## src/rtl/serreg_wr_port.sv

```systemverilog
module serreg_wr_port #(
  parameter int NREG = 8,
  parameter int DATA_W = 16,
  parameter logic [NREG*DATA_W-1:0] RST_VAL = '0,
  localparam int AW = (NREG > 1) ? $clog2(NREG) : 1,
  localparam int FW = AW + DATA_W,
  localparam int CW = $clog2(FW + 1)
) (
  input  logic                   sclk,
  input  logic                   rst_n,
  input  logic                   load_n,
  input  logic                   sdin,
  output logic [NREG*DATA_W-1:0] regs_o,
  output logic                   wr_stb,
  output logic [AW-1:0]          wr_addr
);

  logic          ready;
  logic [CW-1:0] cnt;
  logic [FW-1:0] sr;

  wire          commit  = ready && !load_n && (cnt == CW'(FW));
  wire          shift   = ready && !load_n && (cnt != CW'(FW));
  wire [AW-1:0] sh_addr = sr[FW-1 -: AW];

  always_ff @(posedge sclk or negedge rst_n) begin
    if (!rst_n) begin
      ready <= 1'b0;
      cnt   <= '0;
      sr    <= '0;
    end else if (load_n) begin
      ready <= 1'b1;
      cnt   <= '0;
    end else if (commit) begin
      ready <= 1'b0;
      cnt   <= '0;
    end else if (shift) begin
      sr  <= {sr[FW-2:0], sdin};
      cnt <= cnt + 1'b1;
    end
  end

  always_ff @(posedge sclk or negedge rst_n) begin
    if (!rst_n) begin
      wr_stb  <= 1'b0;
      wr_addr <= '0;
    end else begin
      wr_stb <= commit;
      if (commit) wr_addr <= sh_addr;
    end
  end

  for (genvar g = 0; g < NREG; g++) begin : g_reg
    always_ff @(posedge sclk or negedge rst_n) begin
      if (!rst_n)
        regs_o[g*DATA_W +: DATA_W] <= RST_VAL[g*DATA_W +: DATA_W];
      else if (commit && sh_addr == AW'(g))
        regs_o[g*DATA_W +: DATA_W] <= sr[DATA_W-1:0];
    end
  end

endmodule


```

## config.mk

```make
export PLATFORM = sky130hd
export DESIGN_NAME = serreg_wr_port
export DESIGN_NICKNAME = d
export VERILOG_FILES = /design/src/rtl/serreg_wr_port.sv
export SDC_FILE = /design/constraint.sdc
export NUM_CORES = 1
export LEC_CHECK = 0
export ABC_AREA = 1
export BUFFER_PORTS_ARGS = -buffer_cell sky130_fd_sc_hd__buf_4
export CORE_UTILIZATION = 41
export CTS_CLUSTER_SIZE = 25
export DETAILED_ROUTE_END_ITERATION = 12
export PLACE_DENSITY = 0.73
export SLEW_MARGIN = 40
export SYNTH_ARGS = -nofsm -noshare
export SYNTH_HDL_FRONTEND = slang
export SYNTH_SLANG_ARGS = --single-unit
```

## constraint.sdc

```tcl
create_clock -name sclk -period 2.07 [get_ports sclk]
set_clock_uncertainty 0.05 [all_clocks]
set_input_delay 0.207 -clock sclk [delete_from_list [all_inputs] [get_ports sclk]]
set_output_delay 0.207 -clock sclk [all_outputs]
set_load 0.1 [all_outputs]
```

After elaboration in Yosys (flattened, before gate mapping)
Cells that the tools add are included.
- bits of input ports: 4
- bits in registers: 157
- output and inout bits: 132
- reduce and logical (&&, ||, !) cells: 16
- bitwise gates (word level): 2
- equality and inequality tests: 9
- muxes and demuxes: 5
- add/sub/neg operators: 1
- operators by type and width (cell ; number):
    2-to-1 mux 5 bit ; 3
    equality test 3 bit (second input constant) ; 4
    logical AND 1 bit ; 11
    equality test 3 x 2 -> 1 bit (second input constant) ; 2
    adder 5 x 1 -> 5 bit (second input constant) ; 1
    equality test 5 bit (second input constant) ; 1
    != test 5 bit (second input constant) ; 1
    equality test 3 x 1 -> 1 bit (second input constant) ; 1
    zero test 3 bit ; 1
    AND reduction 3 bit ; 1
    nonzero test 3 bit ; 1
    2-to-1 mux 1 bit ; 2
    NOT 1 bit ; 2
    nonzero test 2 bit ; 1
    zero test 1 bit ; 1

Logic depth before layout (Yosys ltp)
Gate-level depths: netlist (run 1).
- word-level depth: 6
- gate-level depth with buffers: 9
- mapped depth without buffers: 7

Worst setup path after synthesis (run 1)
No wires, ideal clock.
- path kind: register -> register
- start: register cnt[0]
- end: register regs_o[117]
- required time: 1.900 ns
- buffers on the path: 1
- cell stages (with the launch flop): 8
- arrival time: 1.404 ns
- setup slack: 0.497 ns
- setup time: 0.120 ns
- period minus slack after synthesis: 1.573 ns
- cells stage by stage: dfrtp_1 ha_1 nand2_2 nor2_8 nand3_4 buf_6 nand2_1 nand2_1
- cells in the longest elaborated chain, start to end: 3
- RTL lines (item ; line ; source):
    start: declaration ; 19 ; logic [CW-1:0] cnt;
    start signal: assignment ; 39 ; cnt <= cnt + 1'b1;
    equality test 5 bit ; 22 ; wire commit = ready && !load_n && (cnt == CW'(FW));
    logical AND 1 bit ; 22 ;
    logical AND 1 bit ; 57 ; else if (commit && sh_addr == AW'(g))
    end signal: indexed assignment ; 56 ; regs_o[g*DATA_W +: DATA_W] <= RST_VAL[g*DATA_W +: DATA_W];
    end signal: indexed assignment ; 58 ; regs_o[g*DATA_W +: DATA_W] <= sr[DATA_W-1:0];
    end: declaration ; 13 ; output logic [NREG*DATA_W-1:0] regs_o,
Every way passes these cells.
A chain may end at the register's enable or synchronous reset.

Worst setup path after layout (run 1)
- start: register cnt[0]
- end: register regs_o[42]
The elaborated chain is that of the path after synthesis.

==> flow_metrics.tcl, run 1 <==
set metrics [dict create \
    status "finished, final reports clean" \
    ir_drop_v 0.000653 \
    wl_met1_um 7630 \
    drcViolationCount 0 \
    core_um2 15800 \
    ioPinCount 136 \
    syn_nets 720 \
    start_kind "flop" \
    seqCellArea_um2 3930 \
    area_growth_pct 26.5 \
    cellPowerDensity_nw_per_um2 857 \
    hpwl_um 11800 \
    leakage_nw 4.71 \
    grt_pass1_wl_um 28400 \
    track_usage 0.229 \
    path_clk_slew_ns 0.06 \
    worst-r2r-setup-slack_ns 0.23 \
    tns_ns 0 \
    gp_congestion 0.793 \
    max_freq_ghz 0.545 \
    start_util 0.419 \
    critPathCaptureType "flop" \
    via_per_inst 5.01 \
    row_count 46 \
    finalInstanceArea_um2 8380 \
    vias 5331 \
    overflow 0 \
    ctsResizeCount 0 \
    drtIter0Drc 435 \
    grt_pass1_vias 5077 \
    nFillCells 1474 \
    cts_buffers 17 \
    worst_slew_pin_slew_ns 0.632 \
    rr_startpoint "cnt[0]" \
    relSlewSlack 0.579 \
    ys_ff_latch 157 \
    setup_viol 0 \
    r2r_end "regs_o[42]" \
    dieArea_um2 16700 \
    holdBufCountCts 3 \
    antenna_found_initial 0 \
    place_area_um2 7760 \
    worstPathRequired_ns 2.38 \
    yosysWarnings 0 \
    cts_buffer_depth 2 \
    cp_cell_sequence "ha_1, nand2_2, inv_2, nand2_4, nor2_8, buf_12, nand3_1, nand2_1" \
    first_pass_iters 7 \
    cp.arrival_ns 2.14 \
    port_buffers 135 \
    drv_cap 0 \
    wl_per_cell_um 16.8 \
    min_period_over_period 0.887 \
    synth_cell_types 24 \
    rsz0062_at_grt "no" \
    multi_input_area_um2 2300 \
    final_max_slew_viol_count 0 \
    grt_max_degree 63 \
    finalHoldViolations 0 \
    post_cts_buffers 0 \
    yosysSeqAreaShare 0.593 \
    crit_type "reg -> reg" \
    wl_met2_um 8790 \
    ant_nets 0 \
    clock-sinks 157 \
    crit_path_max_fanout 62 \
    worst_hold_path_type "in -> async" \
    top_layer "met4" \
    worst-path-buf-inv 2 \
    htreeDepth 4 \
    critPathTopFamily "simple AND/OR/NAND/NOR gates" \
    cts_tree "built" \
    clk_latency_ns 0.42 \
    fin_crit_ns 1.84 \
    die_w_um 129 \
    num-nets-final 844 \
    drive_gt1_frac 0.258 \
    synth_area_um2 6630 \
    die_y_um 129 \
    syn_inst 715 \
    slowest_stage "dfrtp_1" \
    reg2reg_depth 8 \
    postRouteWirelength_um 17800 \
    syn_avg_cell_area_um2 9.27 \
    max_stage_delay_ns 0.40 \
    wl_met3_um 1200 \
    cts_root_buf "clkbuf_16" \
    diodes 0 \
]
-- synthesized netlist by cell type --
library cell / count / share of area
dfrtp_1: 157 / 0.59
nor2_8: 2 / 0.0060
inv_4: 1 / 0.00094
ha_1: 1 / 0.0019
clkbuf_1: 8 / 0.0045
buf_4: 2 / 0.0023
inv_1: 5 / 0.0028
nand2_4: 1 / 0.0017
nand3_2: 10 / 0.015
o21bai_1: 1 / 0.0011
o21ai_0: 7 / 0.0053
nand3_4: 8 / 0.021
nand4_1: 2 / 0.0019
nand3_1: 121 / 0.091
nor2_2: 9 / 0.0085
a22o_1: 1 / 0.0013
buf_6: 17 / 0.029
nand2_2: 3 / 0.0028
inv_2: 4 / 0.0023
o22ai_1: 1 / 0.00094
a21oi_1: 1 / 0.00075
xnor2_1: 1 / 0.0013
nand2_1: 327 / 0.19
buf_2: 25 / 0.019
-- worst reg2reg max path, delay by kind of cell, from the launching register on --
family        cells  cell delay, ns
fa+ha+maj         1            0.25
flops             1            0.40
buf+inv           2            0.39
simple gates      5            0.69
-- cells in the final DEF (no fill, tap or decap) --
cell type and count:
nand2_1 327, dfrtp_1 157, buf_4 148, nand3_1 121, clkbuf_16 17, nand3_2 10, nor2_2 9, nand3_4 8
o21ai_0 7, inv_1 5, clkinv_2 5, buf_12 5, inv_2 4, bufinv_16 4, nand2_2 3, dlygate4sd3_1 3
nor2_8 2, nand4_1 2, clkbuf_1 2, nand2_4 1, inv_4 1, a21oi_1 1, xnor2_1 1, o22ai_1 1
a22o_1 1, o21bai_1 1, ha_1 1, clkbuf_8 1, buf_6 1
-- report_power, final --
group          leakage, nW  switching (W)  internal, W  total (W)
Clock                0.295        0.00118      0.00202    0.00320
Combinational         2.23       0.000335     0.000120   0.000455
Sequential            2.18       0.000374      0.00315    0.00353
Total                 4.71        0.00189      0.00529    0.00718
-- kinds of logic after synthesis --
family / Yosys count / share of synthesized area
buf+inv: 62 / 0.0606
simple gates: 483 / 0.334
fa+ha+maj: 1 / 0.00189
xor+xnor: 1 / 0.00132
compound gates: 11 / 0.00944
flops: 157 / 0.593
-- worst max path at each step --
stage | from | endpoint | slack (ns) | cells past startpoint
final | cnt[0] | regs_o[42] | 0.23 | 8
after global placement | cnt[0] | regs_o[39] | 0.34 | 8
after floorplan | cnt[0] | regs_o[117] | 0.50 | 7
after global routing | cnt[0] | regs_o[42] | 0.10 | 8
after detailed placement | cnt[0] | regs_o[103] | 0.28 | 8
after CTS | cnt[0] | regs_o[42] | 0.24 | 8
-- sequential cells by signal (all words and copies together) (netlist names) --
signal / count
cnt: 5
ready: 1
regs_o: 128
sr: 19
wr_addr: 3
wr_stb: 1
-- per-stage QoR --
| step | hold WS (ns) | power (W) | utilization | cells | setup slack, ns |
|---|---|---|---|---|---|
| floorplan | -0.139 | 0.00371 | - | 715 | 0.497 |
| global placement | 0.123 | 0.00402 | 0.490 | 1033 | 0.336 |
| detailed placement | 0.132 | 0.00403 | 0.490 | 1033 | 0.276 |
| CTS | 0.261 | 0.00722 | 0.529 | 1065 | 0.237 |
| global route | 0.267 | 0.00742 | 0.529 | 1065 | 0.102 |
| finish | 0.239 | 0.00718 | 0.529 | 1065 | 0.234 |
-- layer usage --
layer / vias to the layer above / global-route usage
met5: - / 0
met4: 0 / 0.0740
met3: 18 / 0.0479
met2: 217 / 0.372
met1: 2572 / 0.306
li1: 2524 / -
-- cell type report --
type | instances | area share
Timing Repair Buffer | 157 | 0.149
Clock buffer | 20 | 0.0533
Clock inverter | 9 | 0.0173
Tap cell | 216 | 0.0323
Inverter | 10 | 0.00478
Multi-Input combinational cell | 496 | 0.274
Sequential cell | 157 | 0.469
Note: power is estimated with default switching activity, not from simulation.
==> run 2: changes to the inputs <==
==> constraint.sdc (replaced) <==
create_clock -name sclk -period 2.07 [get_ports sclk]
set_clock_uncertainty 0.05 [all_clocks]
set_input_delay 0.3105 -clock sclk [delete_from_list [all_inputs] [get_ports sclk]]
set_output_delay 0.3105 -clock sclk [all_outputs]
set_load 0.1 [all_outputs]
==> run 2 against run 1 <==
Fmax decreased by 0.69%; register-to-register slack about the same; count of clock-buffer cells in the layout increased by 4; design area decreased by 0.60%; via count increased by 1.4%; worst hold slack got worse by 0.19 ns; power decreased by 3.6%; critical path type unchanged; largest cell class unchanged; sequential cell count unchanged; first-iteration DRC count decreased by 9.7%; setup slack got worse by 0.013 ns; utilization decreased by 0.32 points; sequential power about the same.
==> flow_metrics.tcl, run 2 (synthesis gave the netlist of run 1 again) <==
set metrics [dict create \
    post-place-ws_ns 0.252 \
    dpl.cell_count 1034 \
    drtIter0Drc 393 \
    row_count 46 \
    start_kind "flop" \
    vias 5403 \
    p_sw_frac 0.273 \
    final_max_slew_viol_count 0 \
    hpwl_um 11700 \
    overflow 0 \
    fin_ws_ns 0.221 \
    htreeDepth 4 \
    whs_ns 0.0443 \
    fin_total_pwr_w 0.00692 \
    drv_cap 0 \
    num-nets-final 843 \
    critPathLaunch "cnt[0]" \
    postRouteWirelength_um 17800 \
    max_freq_ghz 0.541 \
    grt_pass1_vias 5247 \
    first_pass_iters 5 \
    worstHoldStart "load_n" \
    core_um2 15800 \
    die_w_um 129 \
    p_seq_frac 0.511 \
    cts_buffers 17 \
    crit_type "reg -> reg" \
    status "finished, final reports clean" \
    rsz0062_at_grt "no" \
    wl_per_cell_um 16.7 \
    track_usage 0.226 \
    post_cts_buffers 0 \
    die_y_um 129 \
    diodes 0 \
    finalHoldViolations 0 \
    drcViolationCount 0 \
    worst_slew_pin_slew_ns 0.681 \
    grt_max_degree 63 \
    most-common-layout-cells "nand2_1 (327), dfrtp_1 (157), buf_4 (149)" \
    ant_nets 0 \
    final-instance-count-excl-fill 1066 \
    worst_hold_path_type "in -> reg" \
    clock-sinks 157 \
    final_common_cell "nand2_1" \
    min_period_over_period 0.893 \
    p_sw_w 0.00189 \
    gp_congestion 0.803 \
    largest_reg_flops 128 \
    worstPathRequired_ns 2.38 \
    cts_root_buf "clkbuf_16" \
    drive_gt1_frac 0.260 \
    start_util 0.419 \
    setup_viol 0 \
    via_per_inst 5.07 \
    port_buffers 135 \
    ir_drop_v 0.000657 \
    tns_ns 0 \
    fin_crit_ns 1.85 \
    p_clk_frac 0.424 \
    cp.arrival_ns 2.16 \
    cts_buffer_depth 2 \
    p_int_w 0.00503 \
    area_growth_pct 25.7 \
    cellPowerDensity_nw_per_um2 831 \
    top_regs "regs_o (128), sr (19), cnt (5)" \
    relSlewSlack 0.546 \
    leakage_nw 4.68 \
    critPathCaptureType "flop" \
    grt_pass1_wl_um 28100 \
    path_clk_slew_ns 0.06 \
    cts_tree "built" \
    dieArea_um2 16700 \
    rr_startpoint "cnt[0]" \
    crit_path_max_fanout 62 \
    clk_latency_ns 0.42 \
    ioPinCount 136 \
    p_comb_frac 0.065 \
    antenna_found_initial 0 \
    top_register "regs_o" \
]
## run 2: cell types whose count changed in the layout (fill, tap and decap cells not counted)
cell	change
bufinv_16	-3
clkbuf_8	+3
dlygate4sd3_1	-2
buf_4	+1
clkbuf_1	+1
clkinvlp_4	+1
## run 2: worst max-delay path, cell delays in order (launching register included)
cell and delay (ns):
dfrtp_1 0.40, ha_1 0.27, nand2_2 0.13, inv_2 0.10, nand2_4 0.08, nor2_8 0.19
buf_12 0.30, nand3_1 0.13, nand2_1 0.10
## run 2: per-stage QoR
step	utilization	area, um2
after detailed placement	0.491	7760
after global routing	0.526	8330
after CTS	0.526	8330
after global placement	0.491	7760
after floorplan	-	6630
final	0.526	8330
## run 2: path summary, 6_finish.rpt
kind,end,slack (ns),cells after the start
worst max-delay path,regs_o[87],0.22,8
worst min-delay path,ready,0.04,3
worst max register to register,regs_o[87],0.22,8
worst min register to register,regs_o[10],0.42,2
max in group asynchronous,regs_o[36],1.01,3
min in group asynchronous,wr_addr[0],0.34,2
## run 2: power by group through the flow
| stage | Combinational (W) | Sequential (W) | Clock (W) |
|---|---|---|---|
| 4_1_cts | 0.000457 | 0.00352 | 0.00299 |
| 6_report | 0.000452 | 0.00354 | 0.00293 |
| 3_3_place_gp | 0.000446 | 0.00357 | 0 |
| 2_1_floorplan | 0.000479 | 0.00324 | 0 |
| 5_1_grt | 0.000499 | 0.00354 | 0.00311 |
| 3_5_place_dp | 0.000455 | 0.00358 | 0 |
## run 2: per-layer routing
layer / wire [um] / global-route usage / up-vias / part of all wire
met5: 0 / 0 / - / 0
met4: 501 / 0.111 / 0 / 0.028
met3: 1090 / 0.0471 / 35 / 0.061
met2: 8500 / 0.357 / 205 / 0.48
met1: 7710 / 0.297 / 2638 / 0.43
li1: - / - / 2525 / -
## run 2: area by class of cell
class                      instances  area, um2
clock buffer                      24        492
tap                              216        270
sequential                       157       3930
timing repair buffer             156       1240
multi-input combinational        496       2300
clock inverter                     7       62.6
inverter                          10       40.0
fill                            1493       7500
## run 2: what timing repair did
item / CTS / global route
hold buffers: 1 / 0
endpoints found under the hold margin: 40 / 0
gates resized for setup: 0 / 0
==> run 3: changes to the inputs <==
- CELL_PAD_IN_SITES_DETAIL_PLACEMENT: default -> 1
- CELL_PAD_IN_SITES_GLOBAL_PLACEMENT: default -> 2
- CORE_ASPECT_RATIO: default -> 0.6
- CORE_UTILIZATION: 41 -> 33
- GPL_TIMING_DRIVEN: default -> 0
- PLACE_DENSITY: 0.73 -> 0.89
==> run 3 against run 2 <==
Via count rose by 3.3%; setup slack lost 0.048 ns; utilization fell by 8.0 points; fmax is 2.6% lower; combinational power up 96%; routed wire length rose by 24%; largest cell class unchanged; power grew 4.1%; critical path depth up 1; sequential share of layout area down 1.6 points; count of clock-buffer cells in the layout fell by 7.
==> flow_metrics.tcl, run 3 (synthesis gave the netlist of run 1 again) <==
set metrics [dict create \
    grt_max_degree 69 \
    antenna_found_initial 0 \
    leakage_nw 4.85 \
    ir_drop_v 0.000678 \
    worstHoldStart "sdin" \
    drcViolationCount 0 \
    drive_gt1_frac 0.284 \
    via_per_inst 4.85 \
    dpl.cell_count 1118 \
    post_cts_buffers 0 \
    tns_ns 0 \
    worstPathRequired_ns 2.38 \
    dieArea_um2 20700 \
    min_delay_path_depth 3 \
    port_buffers 135 \
    finalHoldViolations 0 \
    top_register "regs_o" \
    area_growth_pct 30.2 \
    clk_latency_ns 0.43 \
    holdBufCountCts 1 \
    cp_cell_sequence "ha_1, nand2_2, inv_2, nand2_4, nor2_8, buf_6, buf_6, nand3_1, nand2_1" \
    row_count 39 \
    num-nets-final 877 \
    cp.arrival_ns 2.20 \
    start_kind "flop" \
    max_stage_delay_ns 0.42 \
    critPathLaunch "cnt[0]" \
    most-common-layout-cells "nand2_1 (327), dfrtp_1 (157), buf_4 (136)" \
    postRouteWirelength_um 22100 \
    post-place-ws_ns 0.193 \
    clock-sinks 157 \
    gp_congestion 0.781 \
    overflow 0 \
    cellPowerDensity_nw_per_um2 836 \
    crit_path_max_fanout 10 \
    cts_buffers 17 \
    reg2reg_depth 9 \
    min_to "sr[0]" \
    min_period_over_period 0.916 \
    setup_viol 0 \
    wl_per_cell_um 19.2 \
    cts_buffer_depth 2 \
    drtIter0Drc 363 \
    rsz0062_at_grt "no" \
    cts_root_buf "clkbuf_16" \
    diodes 0 \
    slowest_stage "dfrtp_1" \
    final_common_cell "nand2_1" \
    relSlewSlack 0.452 \
    max_freq_ghz 0.527 \
    final-instance-count-excl-fill 1151 \
    status "finished, final reports clean" \
    cts_tree "built" \
    drv_cap 0 \
    grt_pass1_wl_um 34000 \
    htreeDepth 4 \
    worst_slew_pin_slew_ns 0.822 \
    ant_nets 0 \
    grt_pass1_vias 5643 \
    worst_hold_path_type "in -> reg" \
    track_usage 0.222 \
    final_max_slew_viol_count 0 \
    die_w_um 185 \
    worst-r2r-setup-slack_ns 0.17 \
    largest_reg_flops 128 \
    critPathCaptureType "flop" \
    fin_ws_ns 0.173 \
    worst_path_most_repeated_cell "buf_6" \
    die_y_um 112 \
    rr_startpoint "cnt[0]" \
    crit_type "reg -> reg" \
    vias 5583 \
    ioPinCount 136 \
    r2r_end "regs_o[16]" \
    fin_crit_ns 1.90 \
    core_um2 19300 \
    ctsResizeCount 0 \
    top_regs "regs_o (128), sr (19), cnt (5)" \
    hpwl_um 15100 \
    path_clk_slew_ns 0.07 \
    start_util 0.343 \
    first_pass_iters 4 \
]
==> run 3: cell count changes in the layout (fill, tap and decap cells not counted), moves of 5 or more <==
| cell | previous run | this run |
|---|---|---|
| clkbuf_1 | 3 | 8 |
| buf_12 | 5 | 0 |
| buf_4 | 149 | 136 |
| inv_6 | 0 | 6 |
| buf_2 | 0 | 25 |
| buf_6 | 1 | 17 |
==> run 3: report_power, final <==
part | internal, W | switching [W] | leakage (nW)
registers | 0.00315 | 0.0000340 | 2.18
logic | 0.000152 | 0.000735 | 2.39
clock network | 0.00170 | 0.00144 | 0.284
==> run 3: worst max-delay path: cells and delay by family, from the launching register on <==
kind	cells	cell delay, ns
adder cells (fa/ha/maj)	1	0.28
buffers and inverters	3	0.49
flip-flops	1	0.42
AND/OR/NAND/NOR	5	0.58
==> run 3: worst max path at each step <==
stage	to	slack, ns
5_1_grt	regs_o[3]	0.02
3_5_place_dp	regs_o[18]	0.19
2_1_floorplan	regs_o[117]	0.50
3_3_place_gp	regs_o[44]	-0.27
4_1_cts	regs_o[16]	0.16
6_report	regs_o[16]	0.17
==> run 3: area by class of cell <==
cell class,count,area (um2)
inverters,10,40.0
clock buffers,17,425
flip-flops and latches,157,3930
clock inverters,15,154
fillers,2271,10700
multi-input cells,496,2300
well taps,266,333
repair buffers,138,1090
plain buffers,52,362
==> run 3: through the flow <==
stage	hold WS [ns]	instance area, um2	total power (W)	util
after floorplan	-0.0351	6630	0.00371	-
after global placement	0.405	7970	0.00410	0.413
after detailed placement	0.164	8040	0.00413	0.416
after CTS	0.0198	8620	0.00727	0.446
after global routing	0.0455	8620	0.00747	0.446
final	0.0315	8620	0.00721	0.446
==> run 3: layer usage <==
metal / global-route usage / vias up / wire length [um]
met5: 0 / - / 0
met4: 0.0523 / 0 / 242
met3: 0.0625 / 23 / 1590
met2: 0.307 / 167 / 9200
met1: 0.339 / 2796 / 11000
li1: - / 2597 / -
